$ cat src/rtl/spi_chain_pkg.sv
package spi_chain_pkg;

  localparam int unsigned FRAME_BITS = 16;
  localparam int unsigned BYTE_BITS  = 8;

  typedef enum logic [2:0] {
    ST_IDLE,
    ST_LEAD,
    ST_SHIFT,
    ST_TRAIL,
    ST_GAP
  } seq_state_e;

  typedef enum logic [1:0] {
    LD_WRITE,
    LD_RDCMD,
    LD_NOP
  } load_sel_e;

endpackage

$ cat src/rtl/spi_half_tick.sv
module spi_half_tick #(
  parameter int unsigned DIV_W = 8
) (
  input  logic             clk,
  input  logic             rst_n,
  input  logic             run,
  input  logic [DIV_W-1:0] half_div,
  output logic             tick
);

  logic [DIV_W-1:0] cnt_q;
  logic [DIV_W-1:0] cnt_d;
  logic [DIV_W-1:0] limit_m1;

  always_comb begin
    limit_m1 = (half_div == '0) ? '0 : half_div - 1'b1;
    tick     = run && (cnt_q == limit_m1);
  end

  always_comb begin
    cnt_d = cnt_q;
    if (!run || tick) begin
      cnt_d = '0;
    end else begin
      cnt_d = cnt_q + 1'b1;
    end
  end

  always_ff @(posedge clk or negedge rst_n) begin
    if (!rst_n) begin
      cnt_q <= '0;
    end else begin
      cnt_q <= cnt_d;
    end
  end

  // ticks never come back to back when the half period exceeds one clock
  assert_tick_gap_R7: assert property (@(posedge clk) disable iff (!rst_n)
    (tick && (limit_m1 != '0)) |=> !tick)
    else $error("tick spacing shorter than half period");

endmodule

$ cat src/rtl/spi_chain_shifter.sv
module spi_chain_shifter import spi_chain_pkg::*; #(
  parameter int unsigned NUM_DEV = 3
) (
  input  logic                         clk,
  input  logic                         rst_n,
  input  logic                         load,
  input  load_sel_e                    load_sel,
  input  logic                         shift,
  input  logic                         sample,
  input  logic                         capture,
  input  logic [BYTE_BITS*NUM_DEV-1:0] cmd_instr,
  input  logic [BYTE_BITS*NUM_DEV-1:0] cmd_data,
  input  logic                         miso,
  output logic                         mosi,
  output logic [BYTE_BITS*NUM_DEV-1:0] rd_data
);

  localparam int unsigned TOT_BITS = FRAME_BITS * NUM_DEV;
  localparam int unsigned RES_BITS = BYTE_BITS * NUM_DEV;

  logic [TOT_BITS-1:0] wr_img;
  logic [TOT_BITS-1:0] rdcmd_img;
  logic [RES_BITS-1:0] rx_bytes;
  logic [TOT_BITS-1:0] tx_q, tx_d;
  logic [TOT_BITS-1:0] rx_q, rx_d;
  logic [RES_BITS-1:0] res_q, res_d;

  // Highest slice goes out first, so device NUM_DEV-1 sits at the top.
  for (genvar g = 0; g < NUM_DEV; g++) begin : g_dev
    assign wr_img[FRAME_BITS*g +: FRAME_BITS] =
      {cmd_instr[BYTE_BITS*g +: BYTE_BITS], cmd_data[BYTE_BITS*g +: BYTE_BITS]};
    assign rdcmd_img[FRAME_BITS*g +: FRAME_BITS] =
      {cmd_instr[BYTE_BITS*g +: BYTE_BITS], {BYTE_BITS{1'b0}}};
    assign rx_bytes[BYTE_BITS*g +: BYTE_BITS] =
      rx_q[FRAME_BITS*g +: BYTE_BITS];
  end

  always_comb begin
    tx_d = tx_q;
    if (load) begin
      unique case (load_sel)
        LD_WRITE: tx_d = wr_img;
        LD_RDCMD: tx_d = rdcmd_img;
        default:  tx_d = '0;
      endcase
    end else if (shift) begin
      tx_d = {tx_q[TOT_BITS-2:0], 1'b0};
    end
  end

  always_comb begin
    rx_d = rx_q;
    if (sample) begin
      rx_d = {rx_q[TOT_BITS-2:0], miso};
    end
  end

  always_comb begin
    res_d = res_q;
    if (capture) begin
      res_d = rx_bytes;
    end
  end

  always_ff @(posedge clk or negedge rst_n) begin
    if (!rst_n) begin
      tx_q  <= '0;
      rx_q  <= '0;
      res_q <= '0;
    end else begin
      tx_q  <= tx_d;
      rx_q  <= rx_d;
      res_q <= res_d;
    end
  end

  assign mosi    = tx_q[TOT_BITS-1];
  assign rd_data = res_q;

  // shifting and sampling never happen on the same cycle
  assert_shift_sample_excl_R6: assert property (@(posedge clk) disable iff (!rst_n)
    !(shift && sample))
    else $error("shift and sample coincide");

endmodule

$ cat src/rtl/spi_chain_fsm.sv
module spi_chain_fsm import spi_chain_pkg::*; #(
  parameter int unsigned NUM_DEV = 3
) (
  input  logic      clk,
  input  logic      rst_n,
  input  logic      start,
  input  logic      rd_mode,
  input  logic      tick,
  output logic      run,
  output logic      sck,
  output logic      cs_n,
  output logic      load,
  output load_sel_e load_sel,
  output logic      shift,
  output logic      sample,
  output logic      capture,
  output logic      done
);

  localparam int unsigned TOT_BITS = FRAME_BITS * NUM_DEV;
  localparam int unsigned CNT_W    = $clog2(TOT_BITS);
  localparam logic [CNT_W-1:0] LAST_BIT = CNT_W'(TOT_BITS - 1);

  seq_state_e       state_q, state_d;
  logic             rd_q, rd_d;
  logic             ph2_q, ph2_d;
  logic             sck_q, sck_d;
  logic             csn_q, csn_d;
  logic [CNT_W-1:0] bit_q, bit_d;
  logic             gap_q, gap_d;
  logic             done_q, done_d;

  always_comb begin
    state_d  = state_q;
    rd_d     = rd_q;
    ph2_d    = ph2_q;
    sck_d    = sck_q;
    csn_d    = csn_q;
    bit_d    = bit_q;
    gap_d    = gap_q;
    done_d   = 1'b0;
    load     = 1'b0;
    load_sel = LD_NOP;
    shift    = 1'b0;
    sample   = 1'b0;
    capture  = 1'b0;
    unique case (state_q)
      ST_IDLE: begin
        if (start) begin
          rd_d     = rd_mode;
          ph2_d    = 1'b0;
          load     = 1'b1;
          load_sel = rd_mode ? LD_RDCMD : LD_WRITE;
          csn_d    = 1'b0;
          bit_d    = '0;
          state_d  = ST_LEAD;
        end
      end
      ST_LEAD: begin
        if (tick) begin
          sck_d   = 1'b1;
          sample  = 1'b1;
          state_d = ST_SHIFT;
        end
      end
      ST_SHIFT: begin
        if (tick) begin
          if (sck_q) begin
            sck_d = 1'b0;
            if (bit_q == LAST_BIT) begin
              state_d = ST_TRAIL;
            end else begin
              shift = 1'b1;
              bit_d = bit_q + 1'b1;
            end
          end else begin
            sck_d  = 1'b1;
            sample = 1'b1;
          end
        end
      end
      ST_TRAIL: begin
        if (tick) begin
          csn_d   = 1'b1;
          gap_d   = 1'b0;
          state_d = ST_GAP;
        end
      end
      ST_GAP: begin
        if (tick) begin
          if (!gap_q) begin
            gap_d = 1'b1;
          end else if (rd_q && !ph2_q) begin
            ph2_d    = 1'b1;
            load     = 1'b1;
            load_sel = LD_NOP;
            csn_d    = 1'b0;
            bit_d    = '0;
            state_d  = ST_LEAD;
          end else begin
            done_d  = 1'b1;
            capture = rd_q;
            state_d = ST_IDLE;
          end
        end
      end
      default: state_d = ST_IDLE;
    endcase
  end

  always_ff @(posedge clk or negedge rst_n) begin
    if (!rst_n) begin
      state_q <= ST_IDLE;
      rd_q    <= 1'b0;
      ph2_q   <= 1'b0;
      sck_q   <= 1'b0;
      csn_q   <= 1'b1;
      bit_q   <= '0;
      gap_q   <= 1'b0;
      done_q  <= 1'b0;
    end else begin
      state_q <= state_d;
      rd_q    <= rd_d;
      ph2_q   <= ph2_d;
      sck_q   <= sck_d;
      csn_q   <= csn_d;
      bit_q   <= bit_d;
      gap_q   <= gap_d;
      done_q  <= done_d;
    end
  end

  assign run  = (state_q != ST_IDLE);
  assign sck  = sck_q;
  assign cs_n = csn_q;
  assign done = done_q;

  // clock rests low while the chain is deselected
  assert_sck_idle_R6: assert property (@(posedge clk) disable iff (!rst_n)
    csn_q |-> !sck_q)
    else $error("sck high while cs_n high");

  // completion strobe lasts one cycle
  assert_done_pulse_R11: assert property (@(posedge clk) disable iff (!rst_n)
    done_q |=> !done_q)
    else $error("done longer than one cycle");

  // a new window opens only from idle or from the inter-phase gap
  assert_no_restart_R10: assert property (@(posedge clk) disable iff (!rst_n)
    $fell(csn_q) |-> ($past(state_q) == ST_IDLE || $past(state_q) == ST_GAP))
    else $error("select window opened from a busy state");

endmodule

$ cat src/rtl/spi_chain_master.sv
module spi_chain_master import spi_chain_pkg::*; #(
  parameter int unsigned NUM_DEV = 3,
  parameter int unsigned DIV_W   = 8
) (
  input  logic                         clk,
  input  logic                         rst_n,
  input  logic                         start,
  input  logic                         rd_mode,
  input  logic [DIV_W-1:0]             half_div,
  input  logic [BYTE_BITS*NUM_DEV-1:0] cmd_instr,
  input  logic [BYTE_BITS*NUM_DEV-1:0] cmd_data,
  input  logic                         miso,
  output logic                         sck,
  output logic                         cs_n,
  output logic                         mosi,
  output logic                         done,
  output logic [BYTE_BITS*NUM_DEV-1:0] rd_data
);

  localparam int unsigned TOT_BITS = FRAME_BITS * NUM_DEV;
  localparam int unsigned EDGE_W   = $clog2(TOT_BITS + 1);

  logic [1:0] rst_sync_q;
  logic       rst_int_n;
  logic       run_w, tick_w, sck_w, csn_w, mosi_w;
  logic       load_w, shift_w, sample_w, capture_w, done_w;
  load_sel_e  load_sel_w;

  always_ff @(posedge clk or negedge rst_n) begin
    if (!rst_n) begin
      rst_sync_q <= 2'b00;
    end else begin
      rst_sync_q <= {rst_sync_q[0], 1'b1};
    end
  end
  assign rst_int_n = rst_sync_q[1];

  spi_half_tick #(.DIV_W(DIV_W)) u_tick (
    .clk      (clk),
    .rst_n    (rst_int_n),
    .run      (run_w),
    .half_div (half_div),
    .tick     (tick_w)
  );

  spi_chain_fsm #(.NUM_DEV(NUM_DEV)) u_fsm (
    .clk      (clk),
    .rst_n    (rst_int_n),
    .start    (start),
    .rd_mode  (rd_mode),
    .tick     (tick_w),
    .run      (run_w),
    .sck      (sck_w),
    .cs_n     (csn_w),
    .load     (load_w),
    .load_sel (load_sel_w),
    .shift    (shift_w),
    .sample   (sample_w),
    .capture  (capture_w),
    .done     (done_w)
  );

  spi_chain_shifter #(.NUM_DEV(NUM_DEV)) u_shift (
    .clk       (clk),
    .rst_n     (rst_int_n),
    .load      (load_w),
    .load_sel  (load_sel_w),
    .shift     (shift_w),
    .sample    (sample_w),
    .capture   (capture_w),
    .cmd_instr (cmd_instr),
    .cmd_data  (cmd_data),
    .miso      (miso),
    .mosi      (mosi_w),
    .rd_data   (rd_data)
  );

  assign sck  = sck_w;
  assign cs_n = csn_w;
  assign mosi = mosi_w;
  assign done = done_w;

  // Rising-edge counter per select window, used only by the checks below
  logic              sck_prev_q;
  logic [EDGE_W-1:0] rises_q;

  always_ff @(posedge clk or negedge rst_int_n) begin
    if (!rst_int_n) begin
      sck_prev_q <= 1'b0;
      rises_q    <= '0;
    end else begin
      sck_prev_q <= sck_w;
      if (csn_w) begin
        rises_q <= '0;
      end else if (sck_w && !sck_prev_q) begin
        rises_q <= rises_q + 1'b1;
      end
    end
  end

  // every select window carries one full chain of frames
  assert_frame_len_R2: assert property (@(posedge clk) disable iff (!rst_int_n)
    $rose(csn_w) |-> (rises_q == EDGE_W'(TOT_BITS)))
    else $error("select window with wrong edge count");

  // data line holds steady across each rising clock edge
  assert_mosi_stable_R6: assert property (@(posedge clk) disable iff (!rst_int_n)
    $rose(sck_w) |-> $stable(mosi_w))
    else $error("mosi moved on a rising edge");

  // the clock never rises in the cycle that opens a window
  assert_lead_R8: assert property (@(posedge clk) disable iff (!rst_int_n)
    $fell(csn_w) |-> !sck_w)
    else $error("sck high as the window opens");

endmodule

$ cat config.mk
export PLATFORM = sky130hd
export DESIGN_NAME = spi_chain_master
export DESIGN_NICKNAME = d
export VERILOG_FILES = /design/src/rtl/spi_chain_pkg.sv /design/src/rtl/spi_half_tick.sv /design/src/rtl/spi_chain_shifter.sv /design/src/rtl/spi_chain_fsm.sv /design/src/rtl/spi_chain_master.sv
export SDC_FILE = /design/constraint.sdc
export NUM_CORES = 1
export LEC_CHECK = 0
export BUFFER_PORTS_ARGS = -buffer_cell sky130_fd_sc_hd__buf_2
export CAP_MARGIN = 20
export CORE_UTILIZATION = 57
export CTS_CLUSTER_DIAMETER = 50
export DETAILED_ROUTE_END_ITERATION = 6
export GPL_ROUTABILITY_DRIVEN = 0
export PLACE_DENSITY = 0.91
export REMOVE_ABC_BUFFERS = 1
export SYNTH_ARGS = -nofsm -noshare
export SYNTH_HDL_FRONTEND = slang
export SYNTH_SLANG_ARGS = --single-unit
$ cat constraint.sdc
create_clock -name clk -period 5.3 [get_ports clk]
set_clock_uncertainty 0.15 [all_clocks]
set_input_delay 0.265 -clock clk [delete_from_list [all_inputs] [get_ports clk]]
set_output_delay 0.265 -clock clk [all_outputs]
set_load 0.05 [all_outputs]
==> impl_metrics.toml <==
[setup_path]
cp.required_ps = 5550
critPathLaunchType = "register"
end_kind = "register"
rr_endpoint = "u_shift.rd_data[13]"
crit_slowest_cell = "nand4_2"
reg2reg_slack_ps = 1870
max_stage_delay_ps = 680
crit_path_cell_trace = "or3b_2 > a22o_1 > o32ai_2 > o211ai_4 > nor4_4 > nand4_2 > mux2_1"
worstPathArrival_ps = 3670
critPathKind = "register to register"
crit-reg2reg-launch = "u_tick.cnt_q[2]"
crit_fanout = 24
r2r_cells = 7

[global_routing]
grt_pass1_wl_um = 23270
grt_pass1_vias = 4813
grt.total_usage_pct = 26.40
antenna_found_initial = 0
grt-ovfl-total = 0
grt_max_degree = 89

[logic_synthesis]
synth.area.top_cells = "dfrtp_1, mux2_1, mux2_2"
synth_most_common_cell = "dfrtp_1"
synth_area_per_cell_um2 = 12.43
synth_xor_area_share_pct = 1.878
synth_edf_count = 0
synthAdderAreaFrac_pct = 0.5931
synthCells = 509
synth-main-ff-cell = "dfrtp_1"
ys_types = 62
ys_seq_area_share_pct = 54.19
synthSimpleGateAreaFrac_pct = 13.36
synth_top_family_by_area = "multiplexers"
synth-compound-area-share_pct = 13.13
synth-warning-count = 0
synth_common_cells = "dfrtp_1, nor2_1, mux2_1, mux2_2, a221o_1"
ys_ff_latch = 137
synth_area_mm2 = 0.006329
muxShareOfSynthArea_pct = 13.82
yosys.area.top_type = "dfrtp_1"
synth_top_area_share_pct = 53.78
ys_async_sr_fraction_pct = 100.0

[clock_tree]
cts_setup_buffers = 0
clock_path_buffers = 2
clkLatencyLatePin_ps = 520
cts_buffers = 17
cts_tree = "built"
h-tree-depth = 4
cts_sinks = 137
ctsRootBufferMaster = "clkbuf_8"
clk_pin_slew_worst_paths_ps = 60

[timing]
setup_violations = 0
final.setup.tns_ps = 0
slew_headroom_pct = 31.77
min_period_ps = 3427
rsz0062_at_grt = "false"
slew_violations = 0
max_freq_ghz = 0.2918
hold_viol = 0
fin_ws_ps = 1873
post-route-period-util_pct = 64.66
worst_slew_pin_slew_ps = 1021

[floorplan]
die-area_mm2 = 0.01153
num_rows = 38
design.core.area_mm2 = 0.01084
die_w_um = 107.4
die_h_um = 107.4
io-pin-count = 89
initial_core_util_pct = 58.38

[final_layout]
fin_util_pct = 73.43
fillCellCount = 673
regArea_mm2 = 0.003433
diodes = 0
drive_gt1_share_pct = 28.61
syn2layout_area_growth_pct = 25.78
fin_nets = 708
multi_input_area_mm2 = 0.002721

[power]
powerDensity_mw_per_mm2 = 400.9
p_leak_nw = 3.874
vdd_ir_drop_max_mv = 0.2321

[status]
status = "finished, final reports clean"

[place]
hpwl_um = 8225
port_buffers = 88
preCtsSetupSlack_ps = 1516

[detailed_routing]
dr.pass1.iters = 6
wl_per_cell_um = 17.80
antenna_left = 0
via_per_inst = 5.891
drtIter0Drc = 385
num_vias = 4695
wl_um = 14180
drc = 0

[hold_path]
min_path_cells = 4
worst_hold_startpoint = "cmd_instr[21]"
min_to = "u_shift.tx_q[45]"
min_path_type = "primary input to register"

[run]
cap_violations = 0
## cell type report
cell class / instances / area share (%)
Multi-Input combinational cell: 338 / 34.19
Timing Repair Buffer: 143 / 12.59
Clock buffer: 20 / 5.470
Inverter: 7 / 0.3301
Sequential cell: 137 / 43.13
Tap cell: 140 / 2.201
Clock inverter: 12 / 2.091
## worst max-delay path: cells and delay by family (launching register included)
family,cells,cell delay (ps)
muxes,1,600
and+or+nand+nor,3,1550
DFF,1,450
AOI/OAI and AO/OA,3,550
## worst max-delay path by stage
stage               depth (start not counted)                   to             from  slack [ps]
finish                                      7  u_shift.rd_data[13]  u_tick.cnt_q[2]        1870
global route                                7  u_shift.rd_data[13]  u_tick.cnt_q[2]        1640
CTS                                         7  u_shift.rd_data[13]  u_tick.cnt_q[2]        1820
detailed placement                         10   u_shift.rd_data[0]      half_div[0]        1520
global placement                           10  u_shift.rd_data[18]      half_div[0]        1700
floorplan                                   0       u_fsm.bit_q[0]    rst_sync_q[1]        1050
## stage by stage
| step | instance area [µm²] | std cells | total power [mW] | hold WS, ps |
|---|---|---|---|---|
| floorplan | 6167 | 482 | 1.786 | -180.6 |
| global placement | 6819 | 713 | 1.904 | -98.43 |
| detailed placement | 6819 | 713 | 1.950 | -97.24 |
| CTS | 7911 | 794 | 3.182 | 3.275 |
| global route | 7960 | 797 | 3.332 | 33.19 |
| finish | 7960 | 797 | 3.192 | 21.31 |
## per-layer routing
metal	vias up	GRT usage (%)	wire (µm)	part of all wire [%]
li1	2128	-	-	-
met1	2372	32.29	5854	41
met2	181	46.18	7381	52
met3	14	5.811	788	5.6
met4	0	9.002	159	1.1
met5	-	0	0	0
## kinds of logic (layout without fill, tap and decap cells)
kind of cell,Yosys count,after routing
buffers and inverters,34,182
other,1,1
multiplexers,78,78
AO/OA/AOI/OAI,97,97
flip-flops,137,137
adder cells (fa/ha/maj),3,3
XOR/XNOR,12,12
AND/OR/NAND/NOR,147,147
## sequential cells by signal, summed over array words and instances, names as in the netlist
signal,count
u_fsm.done,1
u_fsm.sck,1
u_fsm.rd_q,1
u_tick.cnt_q,8
u_shift.rd_data,24
rst_sync_q,2
u_fsm.state_q,3
u_fsm.bit_q,6
u_shift.rx_q,40
u_fsm.gap_q,1
u_shift.tx_q,48
u_fsm.ph2_q,1
u_fsm.cs_n,1
## cell usage in the layout (no fill, tap or decap), types with 3 or more instances in the layout
cell type and count:
inv_1 7, a22o_1 12, a221o_1 24, dfrtp_1 135, mux2i_1 3, nand2b_1 3
mux2_2 37, nor2b_1 5, clkbuf_16 16, o21a_1 17, clkbuf_8 3, mux2_1 38
a211oi_1 12, nand2_1 19, nor3_1 4, xnor2_1 6, or2_2 3, buf_4 4
bufinv_16 3, xor2_1 5, buf_2 88, dlygate4sd3_1 49, o21ai_0 6, nor2_1 47
a21oi_1 6, nor4_2 3, a211oi_2 3, and2_1 20, nand3_1 12, ha_1 3
and3_1 8, clkinv_4 5, o211ai_1 4
## power by group
part           switching [mW]  internal [mW]
Combinational           0.303          0.308
Clock                   0.460          0.736
Sequential              0.159           1.23
## timing repair
action | in CTS | in global routing
resized for setup | 0 | 0
endpoints found under the setup margin | 0 | 0
hold buffers | 49 | 0
hold endpoints to repair | 49 | 0
Power figures use the tool's default switching activity.
